<file path="config.mk">
export PLATFORM = sky130hd
export DESIGN_NAME = lfsr_float_gen
export DESIGN_NICKNAME = d
export VERILOG_FILES = /design/src/rtl/lfg_pkg.sv /design/src/rtl/lfg_stepper.sv /design/src/rtl/lfg_sequencer.sv /design/src/rtl/lfg_out_stage.sv /design/src/rtl/lfsr_float_gen.sv
export SDC_FILE = /design/constraint.sdc
export NUM_CORES = 1
export LEC_CHECK = 0
export ABC_AREA = 1
export BUFFER_PORTS_ARGS = -buffer_cell sky130_fd_sc_hd__clkbuf_2
export CAP_MARGIN = 40
export CORE_MARGIN = 2
export CORE_UTILIZATION = 56
export DETAILED_ROUTE_END_ITERATION = 12
export GPL_TIMING_DRIVEN = 1
export PLACE_DENSITY_LB_ADDON = 0.08
export SLEW_MARGIN = 25
export SYNTH_ARGS = -nofsm -noshare
export SYNTH_HDL_FRONTEND = slang
export SYNTH_HIERARCHICAL = 1
export SYNTH_SLANG_ARGS = --single-unit
</file>
<file path="constraint.sdc">
create_clock -name clk -period 1.6 [get_ports clk]
set_clock_uncertainty 0.15 [all_clocks]
set_input_delay 0.16 -clock clk [delete_from_list [all_inputs] [get_ports clk]]
set_output_delay 0.16 -clock clk [all_outputs]
set_load 0.1 [all_outputs]
</file>
<file path="src/rtl/lfg_pkg.sv">
package lfg_pkg;
  localparam int WORD_W = 32;
  localparam int EXP_LSB = 23;
  localparam int EXP_W = 8;
  localparam logic [WORD_W-1:0] TAPS = 32'h8020_0003;
  localparam logic [EXP_W-1:0] HI_KEEP = 8'b1000_0001;
  localparam logic [EXP_W-1:0] LO_FORCE = 8'b0111_1100;

  typedef enum logic [1:0] {PH_IDLE, PH_RUN, PH_DONE} phase_e;

  // one right shift, feedback from the tap positions into the top bit
  function automatic logic [WORD_W-1:0] lfsr_next(input logic [WORD_W-1:0] s);
    return {^(s & TAPS), s[WORD_W-1:1]};
  endfunction

  // fold an exponent into the narrow band
  function automatic logic [EXP_W-1:0] exp_fold(input logic [EXP_W-1:0] e);
    return e[EXP_W-1] ? (e & HI_KEEP) : (e | LO_FORCE);
  endfunction

  function automatic logic [WORD_W-1:0] shape_word(input logic [WORD_W-1:0] w);
    logic [WORD_W-1:0] r;
    r = w;
    r[EXP_LSB +: EXP_W] = exp_fold(w[EXP_LSB +: EXP_W]);
    return r;
  endfunction
endpackage

</file>
<file path="src/rtl/lfg_stepper.sv">
module lfg_stepper
  import lfg_pkg::*;
(
  input  logic [WORD_W-1:0] cur_state,
  output logic [WORD_W-1:0] nxt_state,
  output logic [WORD_W-1:0] shaped
);
  always_comb begin
    nxt_state = lfsr_next(cur_state);
    shaped    = shape_word(nxt_state);
  end
endmodule

</file>
<file path="src/rtl/lfg_sequencer.sv">
module lfg_sequencer
  import lfg_pkg::*;
#(
  parameter int RUN_LEN = 1024
) (
  input  logic   clk,
  input  logic   rst_n,
  input  logic   start,
  output phase_e phase,
  output logic   load_fire,
  output logic   step_fire,
  output logic   last_fire
);
  localparam int CNT_W = (RUN_LEN > 1) ? $clog2(RUN_LEN) : 1;
  localparam logic [CNT_W-1:0] CNT_LAST = CNT_W'(RUN_LEN - 1);

  phase_e phase_q;
  logic [CNT_W-1:0] cnt_q;

  assign phase     = phase_q;
  assign load_fire = (phase_q == PH_IDLE) && start;
  assign step_fire = (phase_q == PH_RUN);
  assign last_fire = step_fire && (cnt_q == CNT_LAST);

  always_ff @(posedge clk or negedge rst_n) begin
    if (!rst_n) begin
      phase_q <= PH_IDLE;
      cnt_q   <= '0;
    end else begin
      case (phase_q)
        PH_IDLE: if (start) begin
          phase_q <= PH_RUN;
          cnt_q   <= '0;
        end
        PH_RUN: begin
          cnt_q <= cnt_q + 1'b1;
          if (last_fire) phase_q <= PH_DONE;
        end
        PH_DONE: if (!start) phase_q <= PH_IDLE;
        default: phase_q <= PH_IDLE;
      endcase
    end
  end
endmodule

</file>
<file path="src/rtl/lfg_out_stage.sv">
module lfg_out_stage
  import lfg_pkg::*;
(
  input  logic              clk,
  input  logic              rst_n,
  input  logic              emit,
  input  logic [WORD_W-1:0] word_in,
  output logic              strobe,
  output logic [WORD_W-1:0] word_out
);
  always_ff @(posedge clk or negedge rst_n) begin
    if (!rst_n) begin
      strobe   <= 1'b0;
      word_out <= '0;
    end else begin
      strobe <= emit;
      if (emit) word_out <= word_in;
    end
  end
endmodule

</file>
<file path="src/rtl/lfsr_float_gen.sv">
module lfsr_float_gen
  import lfg_pkg::*;
#(
  parameter int RUN_LEN = 1024
) (
  input  logic        clk,
  input  logic        rst_n,
  input  logic        start,
  input  logic [31:0] seed,
  output logic        busy,
  output logic        done,
  output logic        wr_en,
  output logic [31:0] wr_data
);
  phase_e phase;
  logic load_fire, step_fire, last_fire;
  logic [WORD_W-1:0] state_q, nxt_state, shaped;

  lfg_sequencer #(.RUN_LEN(RUN_LEN)) u_seq (
    .clk(clk), .rst_n(rst_n), .start(start), .phase(phase),
    .load_fire(load_fire), .step_fire(step_fire), .last_fire(last_fire)
  );

  lfg_stepper u_step (
    .cur_state(state_q), .nxt_state(nxt_state), .shaped(shaped)
  );

  // register advances on the unmasked value
  always_ff @(posedge clk or negedge rst_n) begin
    if (!rst_n)         state_q <= '0;
    else if (load_fire) state_q <= seed;
    else if (step_fire) state_q <= nxt_state;
  end

  lfg_out_stage u_out (
    .clk(clk), .rst_n(rst_n), .emit(step_fire), .word_in(shaped),
    .strobe(wr_en), .word_out(wr_data)
  );

  assign busy = (phase == PH_RUN);
  assign done = (phase == PH_DONE);
endmodule

</file>
==> out/qor.txt, run 1 <==
Fin Setup TNS: 0 ps
CTS tree: yes
drt first pass iters: 5
Final nets: 565
n_diodes: 0
period utilization: 95.4%
core area: 0.00687 mm^2
Starting Density: 58.6%
Worst-Skew Late Latency: 340 ps
die width: 88.8 um
pin count of the biggest net entering global routing: 78
fillcell total: 617
Tot GR Track Use: 20.7%
Boundary Pins: 70
clock-pin transition on the worst setup and hold timing paths: 80 ps
CP Launch Type: register
RSZ-0062 raised after global routing: no
mean post-synth cell area: 8.28 um^2
slew margin rel.: 63.7%
Post-Syn Nets: 522
DR iter-0 viols: 146
global-route wire length before repair: 12700 um
DR WL/cell: 12.2 um
r2r startpoint: u_seq/phase[1]
total clock sinks: 77
Synth Warn #: 6
outcome: finished, final reports clean
mapped cell area: 0.00403 mm^2
DRT antenna net count: 0
DR vias: 3043
initial antenna violation count: 0
CTS H-tree depth: 3
most frequent cells in the layout: nand2_1 (184), dfrtp_1 (77), nand3_1 (75)
Worst Tran Pin Value: 547 ps
Pleak: 2.44 nW
max-cap viol count: 0
clock tree buffer depth: 2
Crit path required time: 1290 ps
Layout area overhead: 13.8%
FF-to-FF setup slack: 110 ps
grt total ovfl: 0
CP Max Fanout: 3
post-layout util: 66.7%
die area: 0.00788 mm^2
most common cell after layout, fill and taps aside: nand2_1
Routability Congestion: 0.761
layout cells sized above 1: 22.1%
clk root buf: clkbuf_8
DRC violations left: 0
Critical Path Sink Type: output pin
Area after DPL: 0.00396 mm^2
final max-slew violation count: 0
crit path launch: u_seq/phase[1]
power density cells: 2240 mW/mm^2
count of final setup violators: 0
CTS Buf Count: 9
post-DP HPWL: 4840 um
minimum clock period: 1530 ps
drt via density: 4.83
IO buf count: 69
total design power: 10.3 mW
cell area after layout: 0.00458 mm^2
vias in the first global route: 2820
Routed WL: 7660 um
Fmax achieved: 655 MHz
Worst Path Arrival: 1220 ps
Worst Hold Class: input port to asynchronous set/reset pin
Setup CP Type: register to output pin
row cnt: 30
Hold Fails Final Rpt: 0
maximum vdd drop: 0.00143 V
Die H: 88.8 um
synthesized netlist cell count: 486
## repair_timing
item / CTS / global route
pin swaps: 0 / 2
gates cloned: 0 / 1
endpoints found under the setup margin: 32 / 69
buffers inserted: 0 / 2
hold buffers: 34 / 0
resized for setup: 1 / 9
endpoints found under the hold margin: 110 / 0
## per-layer routing
metal  track usage (%)  vias to the layer above  share of wire (%)
met5                 0                        -                  0
met4              6.61                        0                1.5
met3              4.29                       11                3.4
met2              34.6                       59                 50
met1              27.0                     1426                 45
li1                  -                     1547                  -
## per-stage QoR
step | setup WS [ps] | cells | hold slack [ps]
2_1_floorplan | -367 | 486 | -286
3_3_place_gp | 13.7 | 577 | 65.9
3_5_place_dp | -66.6 | 577 | 65.2
4_1_cts | 13.4 | 627 | 243
5_1_grt | 2.66 | 630 | 262
6_report | 73.2 | 630 | 231
## flip-flops by register name (all words and copies together) (netlist names)
name and flops:
state_q 32, u_seq/cnt_q 10, u_out/strobe 1, u_seq/phase 2, u_out/word_out 32
## final timing paths
kind | to | cells after the start
min reg2reg | u_out/word_out[29] | 2
max reg2reg | u_out/word_out[16] | 7
max | busy | 3
max in group asynchronous | u_out/word_out[10] | 3
min | u_out/word_out[26] | 3
min in group clk | u_out/word_out[29] | 2
## layout make-up
class / count / area, um^2 / area share [%]
inverters: 26 / 118 / 2.57
clock inverters: 4 / 95.1 / 2.07
well taps: 96 / 120 / 2.62
flip-flops and latches: 77 / 1930 / 42.0
multi-input cells: 301 / 1320 / 28.9
clock buffers: 12 / 145 / 3.17
repair buffers: 114 / 855 / 18.6
## worst max-delay path, cell delays in order, from the launching register on
cell and delay (ps):
dfrtp_1 380, buf_4 140, nor2_2 160, buf_12 190
## where the power goes
part           leakage [nW]  internal (mW)  switching (mW)
registers             0.967           2.83           0.654
logic                  1.35          0.994            4.02
clock network         0.121           1.08           0.689
Power figures use the tool's default switching activity.
==> run 2: changes to the inputs <==
--- a/config.mk
+++ b/config.mk
@@ -9,7 +9,7 @@
 export BUFFER_PORTS_ARGS = -buffer_cell sky130_fd_sc_hd__clkbuf_2
 export CAP_MARGIN = 40
 export CORE_MARGIN = 2
-export CORE_UTILIZATION = 56
+export CORE_UTILIZATION = 55
 export DETAILED_ROUTE_END_ITERATION = 12
 export GPL_TIMING_DRIVEN = 1
 export PLACE_DENSITY_LB_ADDON = 0.08
==> run 2 against run 1 <==
Sequential power about the same. Critical path depth unchanged. Worst hold slack worse by 12 ps. Die area up 1.7%. Worst setup slack worse by 20 ps. Wire length up 1.9%. Register-to-register slack about the same. Fmax down 1.3%. Highest routed layer unchanged.
==> out/qor.txt, run 2 (synthesis gave the netlist of run 1 again) <==
Top Registers: state_q: 32 flops, u_out/word_out: 32 flops, u_seq/cnt_q: 10 flops
clock tree buffer depth: 2
Critical Path Sink Type: output pin
CP Max Fanout: 3
Setup CP Type: register to output pin
length in cells of the worst reg-to-reg path: 8
CTS Buf Count: 9
period utilization: 96.7%
die area: 0.00802 mm^2
drt via density: 4.84
minimum clock period: 1550 ps
Worst-Skew Late Latency: 350 ps
internal power: 4.76 mW
Die H: 89.6 um
Pleak: 2.45 nW
grt total ovfl: 0
layout cells sized above 1: 23.6%
Hold Fails Final Rpt: 0
total design power: 10.2 mW
CTS H-tree depth: 3
Layout area overhead: 14.9%
die width: 89.6 um
global-route wire length before repair: 12700 um
DR vias: 3101
CP Launch Type: register
total clock sinks: 77
clock-pin transition on the worst setup and hold timing paths: 80 ps
Tot GR Track Use: 20.5%
final max-slew violation count: 0
most frequent cells in the layout: nand2_1 (184), dfrtp_1 (77), nand3_1 (74)
DRC violations left: 0
drt first pass iters: 4
Boundary Pins: 70
DRT antenna net count: 0
Placed Cells: 583
vias in the first global route: 2783
non-filler cells, final: 641
Starting Density: 56.1%
maximum vdd drop: 0.00120 V
core area: 0.00718 mm^2
Fmax achieved: 647 MHz
CTS tree: yes
fillcell total: 641
Worst Hold Class: input port to asynchronous set/reset pin
outcome: finished, final reports clean
post-layout util: 64.5%
sequential power share: 34.2%
initial antenna violation count: 0
Final nets: 573
Worst Path Arrival: 1240 ps
power density cells: 2200 mW/mm^2
post-DP HPWL: 4720 um
power share of the clock group: 16.2%
max-cap viol count: 0
Crit path required time: 1290 ps
clk root buf: clkbuf_8
pin count of the biggest net entering global routing: 78
DR WL/cell: 12.2 um
Worst Tran Pin Value: 545 ps
IO buf count: 69
row cnt: 31
n_diodes: 0
combinational share of power: 49.5%
DR iter-0 viols: 141
switching part of the total: 53.2%
slew margin rel.: 63.8%
switching power: 5.41 mW
most common cell after layout, fill and taps aside: nand2_1
count of final setup violators: 0
Routability Congestion: 0.747
Routed WL: 7800 um
==> run 2: changes by cell type in the layout (fill, tap and decap cells not counted), sizes merged <==
| cell | delta |
|---|---|
| buf | +7 |
| bufinv | -1 |
| clkbuf | -1 |
| clkinv | +1 |
| clkinvlp | +3 |
| inv | -2 |
| nor2 | +1 |
==> run 2: stage by stage <==
| step | hold slack (ps) | setup TNS, ps | worst slack (ps) | instance area (um^2) |
|---|---|---|---|---|
| 6_report | 219 | 0 | 53.4 | 4630 |
| 5_1_grt | 256 | -25.6 | -7.21 | 4630 |
| 4_1_cts | 216 | 0 | 14.0 | 4530 |
| 3_5_place_dp | 63.6 | -13.0 | -12.4 | 3960 |
| 3_3_place_gp | 67.0 | 0 | 59.4 | 3960 |
| 2_1_floorplan | -286 | -733 | -367 | 4030 |
==> run 2: cell type report <==
class | instances | area (um^2) | area share [%]
well taps | 99 | 124 | 2.68
flip-flops and latches | 77 | 1930 | 41.6
inverters | 26 | 121 | 2.62
multi-input cells | 302 | 1340 | 29.0
clock buffers | 11 | 141 | 3.05
clock inverters | 5 | 83.8 | 1.81
repair buffers | 121 | 891 | 19.2
==> run 2: per-layer routing <==
metal | wire [um] | GRT usage [%] | up-vias
li1 | - | - | 1561
met1 | 3620 | 27.1 | 1471
met2 | 3810 | 33.6 | 58
met3 | 228 | 3.14 | 11
met4 | 144 | 8.68 | 0
met5 | 0 | 0 | -
==> run 2: power by group through the flow <==
| stage | clock [mW] | combinational, mW | sequential, mW |
|---|---|---|---|
| detailed placement | 0 | 4.96 | 3.50 |
| CTS | 1.68 | 5.03 | 3.48 |
| global placement | 0 | 4.91 | 3.49 |
| global route | 1.78 | 5.41 | 3.62 |
| floorplan | 0 | 2.31 | 6.32 |
| finish | 1.65 | 5.04 | 3.48 |
==> run 2: timing repair <==
item | in CTS | in global routing
buffers inserted | 0 | 6
pin swaps | 0 | 2
gates cloned | 0 | 2
endpoints found under the hold margin | 110 | 0
hold buffers | 34 | 0
endpoints found under the setup margin | 4 | 39
gates resized for setup | 2 | 8
==> run 2: worst max-delay path, stage by stage, from the launching register on <==
cell and delay (ps):
dfrtp_1 390, buf_4 140, nor2_2 160, buf_12 190
==> run 2: path summary, 6_finish.rpt <==
check | to | slack [ps] | startpoint
min reg2reg | u_out/word_out[30] | 320 | u_out/word_out[30]
min | u_out/word_out[25] | 220 | rst_n
max in group asynchronous | u_out/word_out[16] | 740 | rst_n
max | busy | 50 | u_seq/phase[1]
max reg2reg | state_q[29] | 120 | u_seq/phase[0]
min in group clk | u_out/word_out[30] | 320 | u_out/word_out[30]
==> run 3: changes to the inputs <==
--- a/config.mk
+++ b/config.mk
@@ -5,7 +5,6 @@
 export SDC_FILE = /design/constraint.sdc
 export NUM_CORES = 1
 export LEC_CHECK = 0
-export ABC_AREA = 1
 export BUFFER_PORTS_ARGS = -buffer_cell sky130_fd_sc_hd__clkbuf_2
 export CAP_MARGIN = 40
 export CORE_MARGIN = 2
==> run 3 against run 2 <==
Synthesized cell count shrank 31%. Area after synthesis decreased by 0.22%. Flip-flop and latch count is the same. First-iteration DRC count decreased by 50%. Cell area grew 1.8%. Worst hold slack got worse by 110 ps. Utilization is 1.2 points higher. Non-clock buffer count grew 1. Die area fell by 0.21%. Worst setup slack got worse by 25 ps. Critical endpoint is now u_out/word_out[29].
==> out/qor.txt, run 3 <==
Setup CP Type: register to register
Worst Tran Pin Value: 566 ps
Die H: 89.5 um
global-route wire length before repair: 11500 um
mean post-synth cell area: 12.0 um^2
layout cells sized above 1: 37.9%
Synth Warn #: 6
Critical Path Sink Type: register
period utilization: 98.2%
Hold Fails Final Rpt: 0
Top Registers: state_q: 32 flops, u_out/word_out: 32 flops, u_seq/cnt_q: 10 flops
Post-Syn Nets: 370
Starting Density: 56.0%
die area: 0.00800 mm^2
Crit path largest cell delay: 390 ps
Post-CTS Repair Setup Buffers: 0
DR iter-0 viols: 71
minimum clock period: 1570 ps
grt total ovfl: 0
max-cap viol count: 0
count of final setup violators: 0
Layout area overhead: 17.3%
final max-slew violation count: 0
DR WL/cell: 14.3 um
Boundary Pins: 70
Worst Hold Class: input port to asynchronous set/reset pin
CTS tree: yes
DRC violations left: 0
Crit path required time: 1680 ps
initial antenna violation count: 0
pin count of the biggest net entering global routing: 42
DR vias: 2427
Routed WL: 7080 um
IO buf count: 69
cell area after layout: 0.00471 mm^2
core area: 0.00718 mm^2
mapped cell area: 0.00402 mm^2
slew margin rel.: 62.4%
Cell Chain, Critical Path: nand2b_2 -> clkinv_2 -> buf_12 -> mux2_2
most frequent cells in the layout: dfrtp_1 (76), clkbuf_2 (66), nand2_1 (40)
CTS Buf Count: 9
Worst Path Arrival: 1650 ps
row cnt: 31
critical path's slowest cell: dfrtp_1
total clock sinks: 77
Worst-Skew Late Latency: 340 ps
CP Max Fanout: 29
clk root buf: clkbuf_8
vias in the first global route: 2373
drt via density: 4.90
n_diodes: 0
synthesized netlist cell count: 334
CP Launch Type: register
RSZ-0062 raised after global routing: yes
Tot GR Track Use: 18.8%
post-DP HPWL: 4620 um
Fmax achieved: 636 MHz
clock tree buffer depth: 2
CTS H-tree depth: 3
drt first pass iters: 4
clock-pin transition on the worst setup and hold timing paths: 80 ps
most common cell after layout, fill and taps aside: dfrtp_1
Routability Congestion: 0.787
Final nets: 427
outcome: finished, final reports clean
Area after DPL: 0.00409 mm^2
DRT antenna net count: 0
die width: 89.5 um
-- run 3: worst paths after layout --
kind	cells after the start	slack (ps)	startpoint	endpoint
min in group clk	1	320	u_seq/cnt_q[9]	u_seq/cnt_q[9]
max	4	30	u_seq/phase[1]	u_out/word_out[29]
max in group asynchronous	3	670	rst_n	u_out/word_out[6]
max reg2reg	4	30	u_seq/phase[1]	u_out/word_out[29]
min	2	110	rst_n	u_out/word_out[28]
min reg2reg	1	320	u_seq/cnt_q[9]	u_seq/cnt_q[9]
-- run 3: through the flow --
step	instances	hold slack, ps	utilization, %	TNS [ps]	setup slack (ps)
floorplan	334	-286	-	-5.12	-5.12
global placement	444	-62.3	57.0	0	65.5
detailed placement	444	-58.0	57.0	0	30.2
CTS	494	112	64.7	0	9.46
global route	495	141	65.6	-56.5	-15.5
finish	495	108	65.6	0	28.8
-- run 3: what timing repair did --
item,CTS,global route
resized for setup,1,9
hold buffers,34,0
endpoints found under the hold margin,110,0
cloned,0,1
setup endpoints to repair,1,32
pin swaps,0,2
-- run 3: cell type report --
class / instances / area, um^2
repair buffers: 122 / 948
flip-flops and latches: 77 / 1930
inverters: 3 / 17.5
fillers: 560 / 2460
multi-input cells: 178 / 1490
clock inverters: 4 / 72.6
clock buffers: 12 / 135
well taps: 99 / 124
-- run 3: critical path: cells and delay by family, from the launching register on --
family | cells | cell delay (ps)
multiplexers | 1 | 350
AND/OR/NAND/NOR | 1 | 200
flip-flops | 1 | 390
buffers and inverters | 2 | 360
-- run 3: layer usage --
layer | vias up | global-route usage [%] | share of wire (%)
li1 | 1195 | - | -
met1 | 1157 | 26.6 | 49
met2 | 62 | 28.4 | 46
met3 | 13 | 3.69 | 3.5
met4 | 0 | 8.14 | 1.9
met5 | - | 0 | 0
Power of run 3 is not shown: default switching activity piles up to over one toggle a cycle in this logic, so the estimate is an artifact.
